[config.mk]
export PLATFORM = sky130hd
export DESIGN_NAME = wpt_match_unit
export DESIGN_NICKNAME = d
export VERILOG_FILES = /design/src/rtl/wpt_pkg.sv /design/src/rtl/wpt_regs.sv /design/src/rtl/wpt_access_match.sv /design/src/rtl/wpt_match_unit.sv
export SDC_FILE = /design/constraint.sdc
export NUM_CORES = 1
export LEC_CHECK = 0
export ABC_AREA = 1
export BUFFER_PORTS_ARGS = -buffer_cell sky130_fd_sc_hd__buf_2
export CAP_MARGIN = 20
export CORE_MARGIN = 5
export CORE_UTILIZATION = 42
export CTS_BUF_LIST = sky130_fd_sc_hd__clkbuf_16
export DETAILED_ROUTE_END_ITERATION = 6
export HOLD_SLACK_MARGIN = 0.08
export PLACE_DENSITY_LB_ADDON = 0.1
export SYNTH_ARGS = -nofsm -noshare
export SYNTH_HDL_FRONTEND = slang
export SYNTH_SLANG_ARGS = --single-unit
[constraint.sdc]
create_clock -name clk -period 2.17 [get_ports clk]
set_clock_uncertainty 0.1 [all_clocks]
set_input_delay 0.1085 -clock clk [delete_from_list [all_inputs] [get_ports clk]]
set_output_delay 0.1085 -clock clk [all_outputs]
set_load 0.02 [all_outputs]
[src/rtl/wpt_pkg.sv]
package wpt_pkg;

    localparam int DATA_W  = 64;
    localparam int MASK_W  = 5;
    localparam int SEL_W   = 8;

    // control word field positions (software-visible layout)
    localparam int F_EN    = 0;
    localparam int F_PRIV  = 1;
    localparam int F_DIR   = 3;
    localparam int F_SEL   = 5;
    localparam int F_LINK  = 20;
    localparam int F_MASK  = 24;

    typedef enum logic [1:0] {
        MODE_OFF    = 2'd0,
        MODE_BYTES  = 2'd1,
        MODE_REGION = 2'd2
    } wpt_mode_e;

    typedef enum logic {
        HS_QUIET = 1'b0,
        HS_FIRE  = 1'b1
    } wpt_hit_e;

    typedef struct packed {
        logic [1:0]        priv;
        logic [1:0]        dir;
        logic [SEL_W-1:0]  sel;
        logic              linked;
        logic [MASK_W-1:0] mask;
    } wpt_cfg_t;

    function automatic wpt_cfg_t unpack_ctrl(input logic [DATA_W-1:0] w);
        wpt_cfg_t c;
        c.priv   = w[F_PRIV +: 2];
        c.dir    = w[F_DIR  +: 2];
        c.sel    = w[F_SEL  +: SEL_W];
        c.linked = w[F_LINK];
        c.mask   = w[F_MASK +: MASK_W];
        return c;
    endfunction

    function automatic wpt_mode_e classify(input logic [DATA_W-1:0] w);
        logic [MASK_W-1:0] m;
        m = w[F_MASK +: MASK_W];
        if (!w[F_EN] || (w[F_DIR +: 2] == 2'b00) ||
            (m == MASK_W'(1)) || (m == MASK_W'(2)))
            return MODE_OFF;
        else if (m == '0)
            return MODE_BYTES;
        else
            return MODE_REGION;
    endfunction

endpackage

[src/rtl/wpt_regs.sv]
module wpt_regs
    import wpt_pkg::*;
#(
    parameter int ADDR_W = 64
) (
    input  logic              clk,
    input  logic              rst_n,
    input  logic              wr_en,
    input  logic              wr_sel,
    input  logic [DATA_W-1:0] wr_data,
    output wpt_cfg_t          cfg_q,
    output wpt_mode_e         mode_q,
    output logic [ADDR_W-1:2] value_q
);

    wpt_mode_e mode_d;
    logic      ctrl_wr;
    logic      addr_wr;

    assign ctrl_wr = wr_en && !wr_sel;
    assign addr_wr = wr_en &&  wr_sel;

    // next-state: every control write takes disable / arm_bytes / arm_region
    always_comb begin
        mode_d = mode_q;
        if (ctrl_wr) begin
            unique case (classify(wr_data))
                MODE_OFF:    mode_d = MODE_OFF;
                MODE_BYTES:  mode_d = MODE_BYTES;
                MODE_REGION: mode_d = MODE_REGION;
                default:     mode_d = MODE_OFF;
            endcase
        end
    end

    // state register
    always_ff @(posedge clk or negedge rst_n) begin
        if (!rst_n) mode_q <= MODE_OFF;
        else        mode_q <= mode_d;
    end

    always_ff @(posedge clk or negedge rst_n) begin
        if (!rst_n) begin
            cfg_q   <= '0;
            value_q <= '0;
        end else begin
            if (ctrl_wr) cfg_q   <= unpack_ctrl(wr_data);
            if (addr_wr) value_q <= wr_data[ADDR_W-1:2];
        end
    end

    AST_REGION_MASK_LEGAL: assert property (@(posedge clk) disable iff (!rst_n)
        (mode_q == MODE_REGION) |-> (cfg_q.mask >= MASK_W'(3)));
    AST_ADDR_HOLD: assert property (@(posedge clk) disable iff (!rst_n)
        !addr_wr |=> $stable(value_q));

endmodule

[src/rtl/wpt_access_match.sv]
module wpt_access_match
    import wpt_pkg::*;
#(
    parameter int ADDR_W   = 64,
    parameter int DW_BYTES = 8
) (
    input  wpt_cfg_t                       cfg,
    input  wpt_mode_e                      mode,
    input  logic [ADDR_W-1:2]              value,
    input  logic [ADDR_W-1:0]              acc_addr,
    input  logic [$clog2($clog2(DW_BYTES)+1)-1:0] acc_size,
    input  logic                           acc_is_store,
    input  logic                           acc_priv,
    input  logic                           link_match,
    output logic                           match
);

    localparam int OFF_W = $clog2(DW_BYTES);
    localparam int CNT_W = OFF_W + 2;
    localparam int HALF  = DW_BYTES / 2;

    logic [DW_BYTES-1:0] lane_touch;
    logic [DW_BYTES-1:0] lane_sel;
    logic [CNT_W-1:0]    first_lane;
    logic [CNT_W-1:0]    nbytes;
    logic                dw_same;
    logic                lane_hit;
    logic [ADDR_W-1:0]   keep;
    logic [ADDR_W-1:0]   value_full;
    logic                region_hit;
    logic                dir_ok, priv_ok, link_ok, where_ok;

    assign first_lane = CNT_W'(acc_addr[OFF_W-1:0]);
    assign nbytes     = CNT_W'(1) << acc_size;

    // per-lane coverage of the access
    for (genvar i = 0; i < DW_BYTES; i++) begin : g_lane
        localparam logic [CNT_W-1:0] IDX = CNT_W'(i);
        assign lane_touch[i] = (IDX >= first_lane) && (IDX < first_lane + nbytes);
    end

    // upper-half watch address drops the lower half of the select
    assign lane_sel = value[OFF_W-1] ? {cfg.sel[DW_BYTES-1:HALF], {HALF{1'b0}}}
                                     : cfg.sel;

    assign dw_same  = (acc_addr[ADDR_W-1:OFF_W] == value[ADDR_W-1:OFF_W]);
    assign lane_hit = |(lane_touch & lane_sel);

    assign value_full = {value, 2'b00};
    assign keep       = {ADDR_W{1'b1}} << cfg.mask;
    assign region_hit = (((acc_addr ^ value_full) & keep) == '0);

    assign dir_ok  = acc_is_store ? cfg.dir[1] : cfg.dir[0];
    assign priv_ok = acc_priv ? cfg.priv[0] : cfg.priv[1];
    assign link_ok = !cfg.linked || link_match;

    always_comb begin
        unique case (mode)
            MODE_BYTES:  where_ok = dw_same && lane_hit;
            MODE_REGION: where_ok = region_hit;
            default:     where_ok = 1'b0;
        endcase
    end

    assign match = where_ok && dir_ok && priv_ok && link_ok;

    always_comb begin
        if (mode == MODE_OFF)
            AST_OFF_NEVER_MATCH: assert (!match);
    end

endmodule

[src/rtl/wpt_match_unit.sv]
module wpt_match_unit
    import wpt_pkg::*;
#(
    parameter int ADDR_W   = 64,
    parameter int DW_BYTES = 8
) (
    input  logic              clk,
    input  logic              rst_n,
    input  logic              reg_wr_en,
    input  logic              reg_wr_sel,
    input  logic [63:0]       reg_wr_data,
    input  logic              acc_valid,
    input  logic [ADDR_W-1:0] acc_addr,
    input  logic [1:0]        acc_size,
    input  logic              acc_is_store,
    input  logic              acc_priv,
    input  logic              link_match,
    output logic              hit
);

    wpt_cfg_t          cfg_q;
    wpt_mode_e         mode_q;
    logic [ADDR_W-1:2] value_q;
    logic              match;
    wpt_hit_e          hs_q, hs_d;

    wpt_regs #(.ADDR_W(ADDR_W)) i_regs (
        .clk     (clk),
        .rst_n   (rst_n),
        .wr_en   (reg_wr_en),
        .wr_sel  (reg_wr_sel),
        .wr_data (reg_wr_data),
        .cfg_q   (cfg_q),
        .mode_q  (mode_q),
        .value_q (value_q)
    );

    wpt_access_match #(.ADDR_W(ADDR_W), .DW_BYTES(DW_BYTES)) i_match (
        .cfg          (cfg_q),
        .mode         (mode_q),
        .value        (value_q),
        .acc_addr     (acc_addr),
        .acc_size     (acc_size),
        .acc_is_store (acc_is_store),
        .acc_priv     (acc_priv),
        .link_match   (link_match),
        .match        (match)
    );

    always_comb begin
        unique case (hs_q)
            HS_QUIET: hs_d = (acc_valid && match) ? HS_FIRE : HS_QUIET;
            HS_FIRE:  hs_d = (acc_valid && match) ? HS_FIRE : HS_QUIET;
            default:  hs_d = HS_QUIET;
        endcase
    end

    always_ff @(posedge clk or negedge rst_n) begin
        if (!rst_n) hs_q <= HS_QUIET;
        else        hs_q <= hs_d;
    end

    always_comb hit = (hs_q == HS_FIRE);

    AST_OFF_NO_HIT: assert property (@(posedge clk) disable iff (!rst_n)
        (acc_valid && mode_q == MODE_OFF) |=> !hit);
    AST_DIR_FILTER: assert property (@(posedge clk) disable iff (!rst_n)
        (acc_valid && cfg_q.dir == 2'b01 && acc_is_store) |=> !hit);
    AST_PRIV_NONE: assert property (@(posedge clk) disable iff (!rst_n)
        (acc_valid && cfg_q.priv == 2'b00) |=> !hit);
    AST_LINK_GATE: assert property (@(posedge clk) disable iff (!rst_n)
        (acc_valid && cfg_q.linked && !link_match) |=> !hit);
    AST_HIT_ONE_CYCLE: assert property (@(posedge clk) disable iff (!rst_n)
        !acc_valid |=> !hit);
    AST_WRITE_LATENCY: assert property (@(posedge clk) disable iff (!rst_n)
        (reg_wr_en && !reg_wr_sel && !reg_wr_data[0]) |=> (mode_q == MODE_OFF));

endmodule

==> summary.txt, run 1 <==
GRT
  • Antenna violations before repair: 1
  • First-pass GRT wire length: 21.4 mm
  • GR Overflow Total: 0
  • Largest net degree at the start of global routing: 35
  • Vias in the first global route: 4,531
  • Total GRT Usage: 20.2%

Cells and area
  • Util after Layout: 58.6%
  • Nets: 916
  • Number of diodes: 0
  • Most frequent cells in the layout: buf_2, nand2_1, dfrtp_1
  • Layout cells sized above 1: 28.0%
  • P&R area growth vs syn: 38.2%
  • Leading cell type in the layout, fill and taps excluded: buf_2

Timing
  • Final hold viol count: 0
  • Final worst slack: 327 ps
  • Fmax: 543 MHz
  • Min cycle time layout: 1840 ps
  • Max_slew headroom: 69.8%
  • Actual slew at the worst max-slew pin: 454 ps
  • Final period utilization: 84.9%
  • Fin. max-slew vios: 0
  • Fin Setup TNS: 0 ps
  • Unrepaired setup endpoints after global routing: no
  • # setup viols final: 0

Detailed routing
  • Post-route ant nets: 0
  • DRC: 0
  • Wire per inst: 14.2 um
  • Routed wire length: 13.1 mm
  • Initial DRT Pass Iterations: 4
  • Vias/cell: 4.74
  • DR vias: 4,354
  • Initial drt markers: 184

CTS
  • CTS Hold Bufs: 66
  • # H-tree levels: 3
  • Post-CTS sizing: 0
  • Longest Clk Path Bufs: 2
  • Post-CTS Setup Inserts: 0
  • Clk_lat worst skew: 340 ps
  • CTS tree: built
  • Total CTS buffers: 9
  • Root cell of the clock tree: clkbuf_16
  • Clock transition at the registers of the reported paths: 60 ps
  • CTS Sinks: 83

Flow run
  • Max_cap viols: 0

Synth
  • Sequential fraction of the synthesis area: 43.5%
  • Gate Count Post-Synth: 566
  • Cell variety after synth: 31
  • Syn nets: 710
  • Flop and latch count out of synthesis: 83
  • Synth Warn #: 0
  • Synth Area per Inst: 8.44 sq um
  • Mapped cell area: 4780 sq um

Floorplan
  • Die Area: 13,600 sq um
  • Die Ht: 117 um
  • IO Pins: 139
  • Row Count: 39
  • Die W: 117 um
  • Core ar.: 11,300 sq um
  • Initial Utilization: 42.4%

Placement
  • Detail Placement HPWL: 10.1 mm
  • PortBufs: 138
  • Routability cong.: 0.899
  • DP Worst Slack: 161 ps

Setup path
  • CP arrival: 2010 ps
  • CP delay by family, top: buffers and inverters
  • CP Class: flip-flop to flip-flop
  • Critical path launch point type: flip-flop
  • Worst EP required: 2340 ps
  • Crit-path max cell delay: 600 ps
  • Crit path buf inv count: 2
  • CP Max Fanout: 2
  • CP endpoint kind: flip-flop
  • CP Cell Sequence: inv_1, ha_1, nor2_1, o2111ai_1, dlygate4sd3_1, a21oi_1
  • Slowest CP cell: dlygate4sd3_1

Run status
  • Status: completed

Power and ir drop
  • Peak supply drop: 0.000476 V
  • Pwr dens: 689 nW/um^2
  • Leakage: 0.00327 uW

Hold path
  • HP Class: input pin to flip-flop
[cells in the mapped netlist]
cell | count | area share, %
or2_2 | 4 | 0.52
nor2_1 | 60 | 4.7
buf_2 | 6 | 0.63
ha_1 | 5 | 1.3
nand4_1 | 5 | 0.65
nand2_1 | 135 | 11
nand2b_1 | 2 | 0.26
dfrtp_1 | 83 | 43
a21oi_1 | 11 | 1.2
buf_1 | 1 | 0.078
o21bai_1 | 2 | 0.31
o21ai_0 | 38 | 4.0
o2111ai_1 | 1 | 0.18
xnor2_1 | 25 | 4.6
nor3b_1 | 1 | 0.16
buf_4 | 3 | 0.47
nand3_1 | 29 | 3.0
o21ai_2 | 2 | 0.37
o21ai_1 | 4 | 0.42
mux2_2 | 47 | 11
clkbuf_1 | 5 | 0.39
nand3b_1 | 2 | 0.31
nand2_2 | 1 | 0.13
xor2_1 | 30 | 5.5
or2_0 | 1 | 0.13
a21boi_0 | 2 | 0.31
nor3_1 | 3 | 0.31
fa_1 | 1 | 0.42
inv_1 | 53 | 4.2
inv_2 | 3 | 0.24
a31oi_1 | 1 | 0.13
[metal layers]
metal | GRT usage (%) | routed length (um)
met1 | 24.6 | 5600
met2 | 35.2 | 6390
met3 | 5.85 | 913
met4 | 5.28 | 142
met5 | 0 | 11
[cell families after synthesis]
kind of cell | Yosys count | synth area share [%]
xor gates and xnor gates | 55 | 10.1
AOI/OAI and AO/OA | 61 | 6.86
DFF | 83 | 43.5
buffers and inverters | 71 | 5.97
and+or+nand+nor | 243 | 20.8
adders and majority gates | 6 | 1.73
muxes | 47 | 11.1
[power breakdown]
group / internal [uW] / switching (uW)
clock: 877 / 629
sequential: 1760 / 146
combinational: 571 / 571
[layout make-up]
type / instances / area, sq um
inverter: 56 / 210
multi-input combinational: 412 / 2420
tap: 143 / 179
clock inverter: 6 / 57.6
clock buffer: 9 / 225
timing repair buffer: 210 / 1440
fill: 1044 / 4670
sequential: 83 / 2080
[registers in the layout, summed over array words and instances, names as in the netlist]
register	flops
i_regs.cfg_q	18
i_regs.mode_q	2
i_regs.value_q	62
hit	1
[worst paths after layout]
check / startpoint / endpoint / slack (ps) / depth (start not counted)
max: i_regs.mode_q[0] / hit / 330 / 6
min: reg_wr_data[0] / i_regs.mode_q[0] / 100 / 5
max reg2reg: i_regs.mode_q[0] / hit / 330 / 6
min reg2reg: i_regs.cfg_q[16] / i_regs.cfg_q[16] / 390 / 2
max in group asynchronous: rst_n / i_regs.value_q[16] / 1170 / 3
min in group asynchronous: rst_n / i_regs.value_q[14] / 160 / 2
[metrics by stage]
stage | hold slack (ps) | instances | area [sq um] | total power, uW
finish | 103 | 919 | 6610 | 4550
CTS | 112 | 919 | 6610 | 4600
global route | 146 | 919 | 6610 | 4840
detailed placement | -5.70 | 838 | 5660 | 2990
global placement | -5.70 | 838 | 5660 | 2960
floorplan | -287 | 566 | 4780 | 2600
[worst register-to-register path, cell delays in order, from the launching register on]
cell	delay, ps
dfrtp_1	350
inv_1	60
ha_1	300
nor2_1	110
o2111ai_1	140
dlygate4sd3_1	600
a21oi_1	110
Note: power is estimated with default switching activity, not from simulation.
==> run 2: changes to the inputs <==
==> constraint.sdc (replaced) <==
create_clock -name clk -period 1.7 [get_ports clk]
set_clock_uncertainty 0.1 [all_clocks]
set_input_delay 0.085 -clock clk [delete_from_list [all_inputs] [get_ports clk]]
set_output_delay 0.085 -clock clk [all_outputs]
set_load 0.02 [all_outputs]
==> run 2 against run 1 <==
Net effect:
- critical path depth increased by 5
- first-iteration DRC count increased by 3.3%
- cell area increased by 4.2%
- critical path type unchanged
- highest routed layer unchanged
- critical endpoint unchanged
- largest cell class unchanged
==> summary.txt, run 2 (same netlist as run 1, synthesis figures left out) <==
Run status
  • Status: completed

Placement
  • Routability cong.: 0.907 (+0.86%)
  • Area after DPL: 5750 sq um (+1.6%)
  • Placed Cells: 852 (+1.7%)
  • PortBufs: 138 (unchanged)
  • Detail Placement HPWL: 10.0 mm (-0.26%)
  • DP Worst Slack: -328 ps (-488 ps)

Detailed routing
  • DRC: 0 (unchanged)
  • Post-route ant nets: 0 (unchanged)
  • Initial DRT Pass Iterations: 6 (+2)
  • Routed wire length: 13.4 mm (+2.3%)
  • Wire per inst: 14.2 um (+0.21%)
  • Vias/cell: 4.74 (about the same)
  • Initial drt markers: 190 (+3.3%)
  • DR vias: 4,442 (+2.0%)

Cells and area
  • Top Registers: i_regs.value_q x62, i_regs.cfg_q x18, i_regs.mode_q x2
  • Leading cell type in the layout, fill and taps excluded: buf_2
  • Biggest register: i_regs.value_q
  • P&R area growth vs syn: 44.0%
  • Number of flip-flops in the largest register: 62 (unchanged)
  • Count of non-filler cells in the finished layout: 938 (+2.1%)
  • Reg area: 2080 sq um (+0.12%)
  • Post-route cell area: 6880 sq um (+4.2%)
  • Fill count: 1,004 (-3.8%)
  • Number of diodes: 0 (unchanged)
  • Most frequent cells in the layout: buf_2, nand2_1, dfrtp_1
  • Layout cells sized above 1: 33.0% (+5.0 points)
  • Nets: 935 (+2.1%)
  • Area occupied by multi-input gates: 2560 sq um (+5.8%)

CTS
  • Longest Clk Path Bufs: 2 (unchanged)
  • Total CTS buffers: 9 (unchanged)
  • Root cell of the clock tree: clkbuf_16
  • CTS Sinks: 83 (unchanged)
  • CTS tree: built
  • Clk_lat worst skew: 330 ps (about the same)
  • # H-tree levels: 3 (unchanged)
  • Clock transition at the registers of the reported paths: 60 ps (about the same)

GRT
  • First-pass GRT wire length: 21.5 mm (+0.81%)
  • Total GRT Usage: 20.2% (about the same)
  • GR Overflow Total: 0 (unchanged)
  • Vias in the first global route: 4,646 (+2.5%)
  • Largest net degree at the start of global routing: 78 (+120%)
  • Antenna violations before repair: 1 (unchanged)

Floorplan
  • Die W: 117 um (unchanged)
  • Die Area: 13,600 sq um (unchanged)
  • Row Count: 39 (unchanged)
  • IO Pins: 139 (unchanged)
  • Core ar.: 11,300 sq um (unchanged)
  • Die Ht: 117 um (unchanged)
  • Initial Utilization: 42.4% (unchanged)

Timing
  • Fin. max-slew vios: 0 (unchanged)
  • Final hold viol count: 0 (unchanged)
  • Unrepaired setup endpoints after global routing: yes
  • Final worst slack: 38.5 ps (-289 ps)
  • # setup viols final: 0 (unchanged)
  • Min cycle time layout: 1660 ps (-181 ps)
  • Fmax: 602 MHz (+11%)
  • Actual slew at the worst max-slew pin: 456 ps (+2.17 ps)
  • Max_slew headroom: 69.6% (-0.14 points)
  • Final period utilization: 97.7% (+13 points)

Flow run
  • Max_cap viols: 0 (unchanged)

Setup path
  • CP Class: flip-flop to flip-flop
  • Crit path top cell by count: nor2_1
  • CP Max Fanout: 3 (+1)
  • Crit-path max cell delay: 370 ps (-230 ps)
  • CP Cell Sequence: buf_4, nor2_1, nor2_1, nand2_1, nand2_1, nand2_1, nor2_1, nand3_1, nor2_1, nand3_1, a21oi_1
  • Slowest CP cell: dfrtp_1
  • CP endpoint kind: flip-flop
  • Worst EP required: 1860 ps (-480 ps)
  • CP arrival: 1820 ps (-190 ps)
  • Critical path launch point type: flip-flop

Power and ir drop
  • Peak supply drop: 0.000640 V (+34%)
  • Leakage: 0.00340 uW (+3.9%)
  • Pwr dens: 856 nW/um^2 (+24%)

Hold path
  • HP Class: input pin to flip-flop
-- run 2: cell count changes in the layout (fill, tap and decap cells not counted), sizes merged --
cell         change
inv              +1
clkinvlp         -1
buf             +16
dlygate4sd3      +3
-- run 2: path summary, 6_finish.rpt --
path                                   from                  to  slack [ps]  depth (start not counted)
hold / removal               reg_wr_data[0]    i_regs.mode_q[1]         110                          5
min in group asynchronous             rst_n     i_regs.cfg_q[4]         160                          2
max in group asynchronous             rst_n  i_regs.value_q[37]         740                          3
setup reg to reg            i_regs.cfg_q[1]                 hit          40                         11
hold reg to reg            i_regs.cfg_q[10]    i_regs.cfg_q[10]         380                          2
setup / recovery            i_regs.cfg_q[1]                 hit          40                         11
-- run 2: critical path: cells and delay by family (launching register included) --
family	cells	cell delay [ps]
DFF	1	370
and+or+nand+nor	9	840
AOI/OAI and AO/OA	1	130
buffers and inverters	1	140
-- run 2: where the power goes --
group	switching [uW]	internal (uW)
registers	182	2250
clock network	759	1100
logic	781	822
total	1720	4170
-- run 2: timing repair --
item | 4_1_cts | 5_1_grt
setup buffers | 0 | 2
hold buffers | 69 | 0
pin swaps | 0 | 21
resized for setup | 1 | 39
endpoints found under the setup margin | 1 | 1
endpoints found under the hold margin | 164 | 0
-- run 2: metrics by stage --
stage | TNS (ps) | hold slack (ps) | power [uW] | util [%]
floorplan | 0 | -311 | 3320 | -
global placement | -183 | -29.3 | 3810 | 51.0
detailed placement | -328 | -26.7 | 3860 | 51.0
CTS | 0 | 121 | 5870 | 59.6
global route | -36.9 | 156 | 6240 | 61.1
finish | 0 | 105 | 5890 | 61.1
-- run 2: layer usage --
layer	part of all wire [%]	global-route usage, %	wire length (um)	vias up
li1	-	-	-	2252
met4	1.6	7.03	218	2
met1	42	23.6	5560	2039
met5	0.082	0	11	-
met2	50	35.7	6620	129
met3	7.1	5.54	942	20
-- run 2: area by class of cell --
type / count / area share (%)
Inverter: 56 / 3.05
Clock buffer: 9 / 3.27
Clock inverter: 6 / 0.709
Sequential cell: 83 / 30.2
Timing Repair Buffer: 229 / 23.0
Multi-Input combinational cell: 412 / 37.2
Tap cell: 143 / 2.60
==> run 3: changes to the inputs <==
--- a/config.mk
+++ b/config.mk
@@ -14,6 +14,7 @@
 export DETAILED_ROUTE_END_ITERATION = 6
 export HOLD_SLACK_MARGIN = 0.08
 export PLACE_DENSITY_LB_ADDON = 0.1
+export RECOVER_POWER = 25
 export SYNTH_ARGS = -nofsm -noshare
 export SYNTH_HDL_FRONTEND = slang
 export SYNTH_SLANG_ARGS = --single-unit
==> run 3 against run 2 <==
Net effect:
- worst hold slack barely moved
- sequential power barely moved
- fmax is essentially flat
- count of clock-buffer cells in the layout is the same
- register-to-register slack hardly changed
- core utilization decreased by 0.067 points
- critical path depth stayed put
==> summary.txt, run 3 (same netlist as run 1, synthesis figures left out) <==
Detailed routing
  • Initial drt markers: 190 (unchanged)
  • Wire per inst: 14.2 um (about the same)
  • DRC: 0 (unchanged)
  • DR vias: 4,443 (+0.023%)
  • Routed wire length: 13.4 mm (about the same)
  • Vias/cell: 4.74 (about the same)
  • Post-route ant nets: 0 (unchanged)
  • Initial DRT Pass Iterations: 6 (unchanged)

Hold path
  • Worst hold start: reg_wr_data[0]
  • HP Class: input pin to flip-flop

Run status
  • Status: completed

Power and ir drop
  • Pwr dens: 857 nW/um^2 (about the same)
  • Peak supply drop: 0.000640 V (about the same)
  • Sw Share: 29.2% (about the same)
  • Comb pwr share: 27.2% (about the same)
  • Internal power: 4170 uW (about the same)
  • Switching pwr: 1720 uW (about the same)
  • Sequential power share: 41.2% (about the same)
  • Clock power frac: 31.6% (about the same)
  • Leakage: 0.00339 uW (-0.22%)

GRT
  • Largest net degree at the start of global routing: 78 (unchanged)
  • Vias in the first global route: 4,646 (unchanged)
  • GR Overflow Total: 0 (unchanged)
  • Antenna violations before repair: 1 (unchanged)
  • Total GRT Usage: 20.2% (unchanged)
  • First-pass GRT wire length: 21.5 mm (unchanged)

CTS
  • Root cell of the clock tree: clkbuf_16
  • # H-tree levels: 3 (unchanged)
  • CTS Sinks: 83 (unchanged)
  • CTS tree: built
  • Clk_lat worst skew: 330 ps (about the same)
  • Longest Clk Path Bufs: 2 (unchanged)
  • Clock transition at the registers of the reported paths: 60 ps (about the same)
  • Total CTS buffers: 9 (unchanged)

Setup path
  • Reg2Reg Depth: 11 (unchanged)
  • CP endpoint kind: flip-flop
  • Crit path top cell by count: nor2_1
  • Worst r2r src: i_regs.cfg_q[1]
  • Crit-path max cell delay: 370 ps (about the same)
  • Slowest CP cell: dfrtp_1
  • Worst EP required: 1860 ps (about the same)
  • CP Class: flip-flop to flip-flop
  • CP arrival: 1820 ps (about the same)
  • RR Endpoint: hit
  • CP Max Fanout: 3 (unchanged)
  • CP Cell Sequence: buf_4, nor2_1, nor2_1, nand2_1, nand2_1, nand2_1, nor2_1, nand3_1, nor2_1, nand3_1, a21oi_1
  • Worst R2R Setup Slack: 40 ps (about the same)
  • CP startpoint: i_regs.cfg_q[1]
  • Critical path launch point type: flip-flop
  • CP endpoint: hit

Floorplan
  • IO Pins: 139 (unchanged)
  • Die W: 117 um (unchanged)
  • Core ar.: 11,300 sq um (unchanged)
  • Row Count: 39 (unchanged)
  • Die Area: 13,600 sq um (unchanged)
  • Initial Utilization: 42.4% (unchanged)
  • Die Ht: 117 um (unchanged)

Timing
  • # setup viols final: 0 (unchanged)
  • Unrepaired setup endpoints after global routing: yes
  • Max_slew headroom: 41.4% (-28 points)
  • Min cycle time layout: 1660 ps (-0.0181 ps)
  • Final hold viol count: 0 (unchanged)
  • Fin Setup TNS: 0 ps (unchanged)
  • Final hold slack: 105 ps (+0.0150 ps)
  • Actual slew at the worst max-slew pin: 880 ps (+424 ps)
  • Fmax: 602 MHz (about the same)
  • Final period utilization: 97.7% (about the same)
  • Final worst slack: 38.5 ps (+0.0181 ps)
  • Fin. max-slew vios: 0 (unchanged)

Cells and area
  • P&R area growth vs syn: 43.9%
  • Number of flip-flops in the largest register: 62 (unchanged)
  • Number of diodes: 0 (unchanged)
  • Post-route cell area: 6880 sq um (-0.11%)
  • Fill count: 1,006 (+0.20%)
  • Top Registers: i_regs.value_q x62, i_regs.cfg_q x18, i_regs.mode_q x2
  • Leading cell type in the layout, fill and taps excluded: buf_2
  • Area occupied by multi-input gates: 2560 sq um (unchanged)
  • Count of non-filler cells in the finished layout: 938 (unchanged)
  • Nets: 935 (unchanged)
  • Biggest register: i_regs.value_q
  • Most frequent cells in the layout: buf_2, nand2_1, dfrtp_1
  • Layout cells sized above 1: 32.7% (-0.25 points)
  • Reg area: 2080 sq um (unchanged)

Placement
  • Detail Placement HPWL: 10.0 mm (unchanged)
  • Routability cong.: 0.907 (unchanged)
  • Placed Cells: 852 (unchanged)
  • PortBufs: 138 (unchanged)
  • DP Worst Slack: -328 ps (unchanged)
  • Area after DPL: 5750 sq um (unchanged)

Flow run
  • Max_cap viols: 0 (unchanged)
[run 3: per-stage QoR]
stage / util, % / total power [uW]
floorplan: - / 3320
global placement: 51.0 / 3810
detailed placement: 51.0 / 3860
CTS: 59.6 / 5870
global route: 61.0 / 6240
finish: 61.0 / 5890
[run 3: worst max-delay path: cells and delay by family, from the launching register on]
kind | cells | cell delay, ps
compound gates | 1 | 130
buf+inv | 1 | 140
flops | 1 | 370
simple gates | 9 | 840
[run 3: layout make-up]
type                       count  area share [%]
clock buffer                   9            3.28
clock inverter                 6           0.710
inverter                      56            3.06
multi-input combinational    412            37.2
sequential                    83            30.2
tap                          143            2.60
timing repair buffer         229            22.9
[run 3: what timing repair did]
action / 4_1_cts / 5_1_grt
hold buffers: 69 / 0
setup endpoints to repair: 1 / 1
pin swaps: 0 / 21
buffers inserted: 0 / 2
endpoints found under the hold margin: 164 / 0
resized for setup: 1 / 39
[run 3: worst min-delay path by stage]
| stage | to | slack, ps | depth (start not counted) |
|---|---|---|---|
| after CTS | i_regs.mode_q[1] | 120 | 5 |
| final | i_regs.mode_q[1] | 110 | 5 |
| after global placement | i_regs.value_q[22] | -30 | 1 |
| after floorplan | hit | -310 | 0 |
| after global routing | i_regs.mode_q[1] | 160 | 5 |
| after detailed placement | i_regs.value_q[16] | -30 | 1 |
[run 3: power groups by stage]
stage	Clock (uW)	Combinational [uW]	Sequential, uW
after floorplan	0	908	2410
after global placement	0	1370	2440
after detailed placement	0	1400	2460
after CTS	1920	1530	2420
after global routing	1980	1800	2460
final	1860	1600	2430
[run 3: routing by layer]
| layer | global-route usage, % | routed length [um] |
|---|---|---|
| met5 | 0 | 11 |
| met4 | 7.03 | 218 |
| met3 | 5.54 | 942 |
| met2 | 35.7 | 6620 |
| met1 | 23.6 | 5560 |
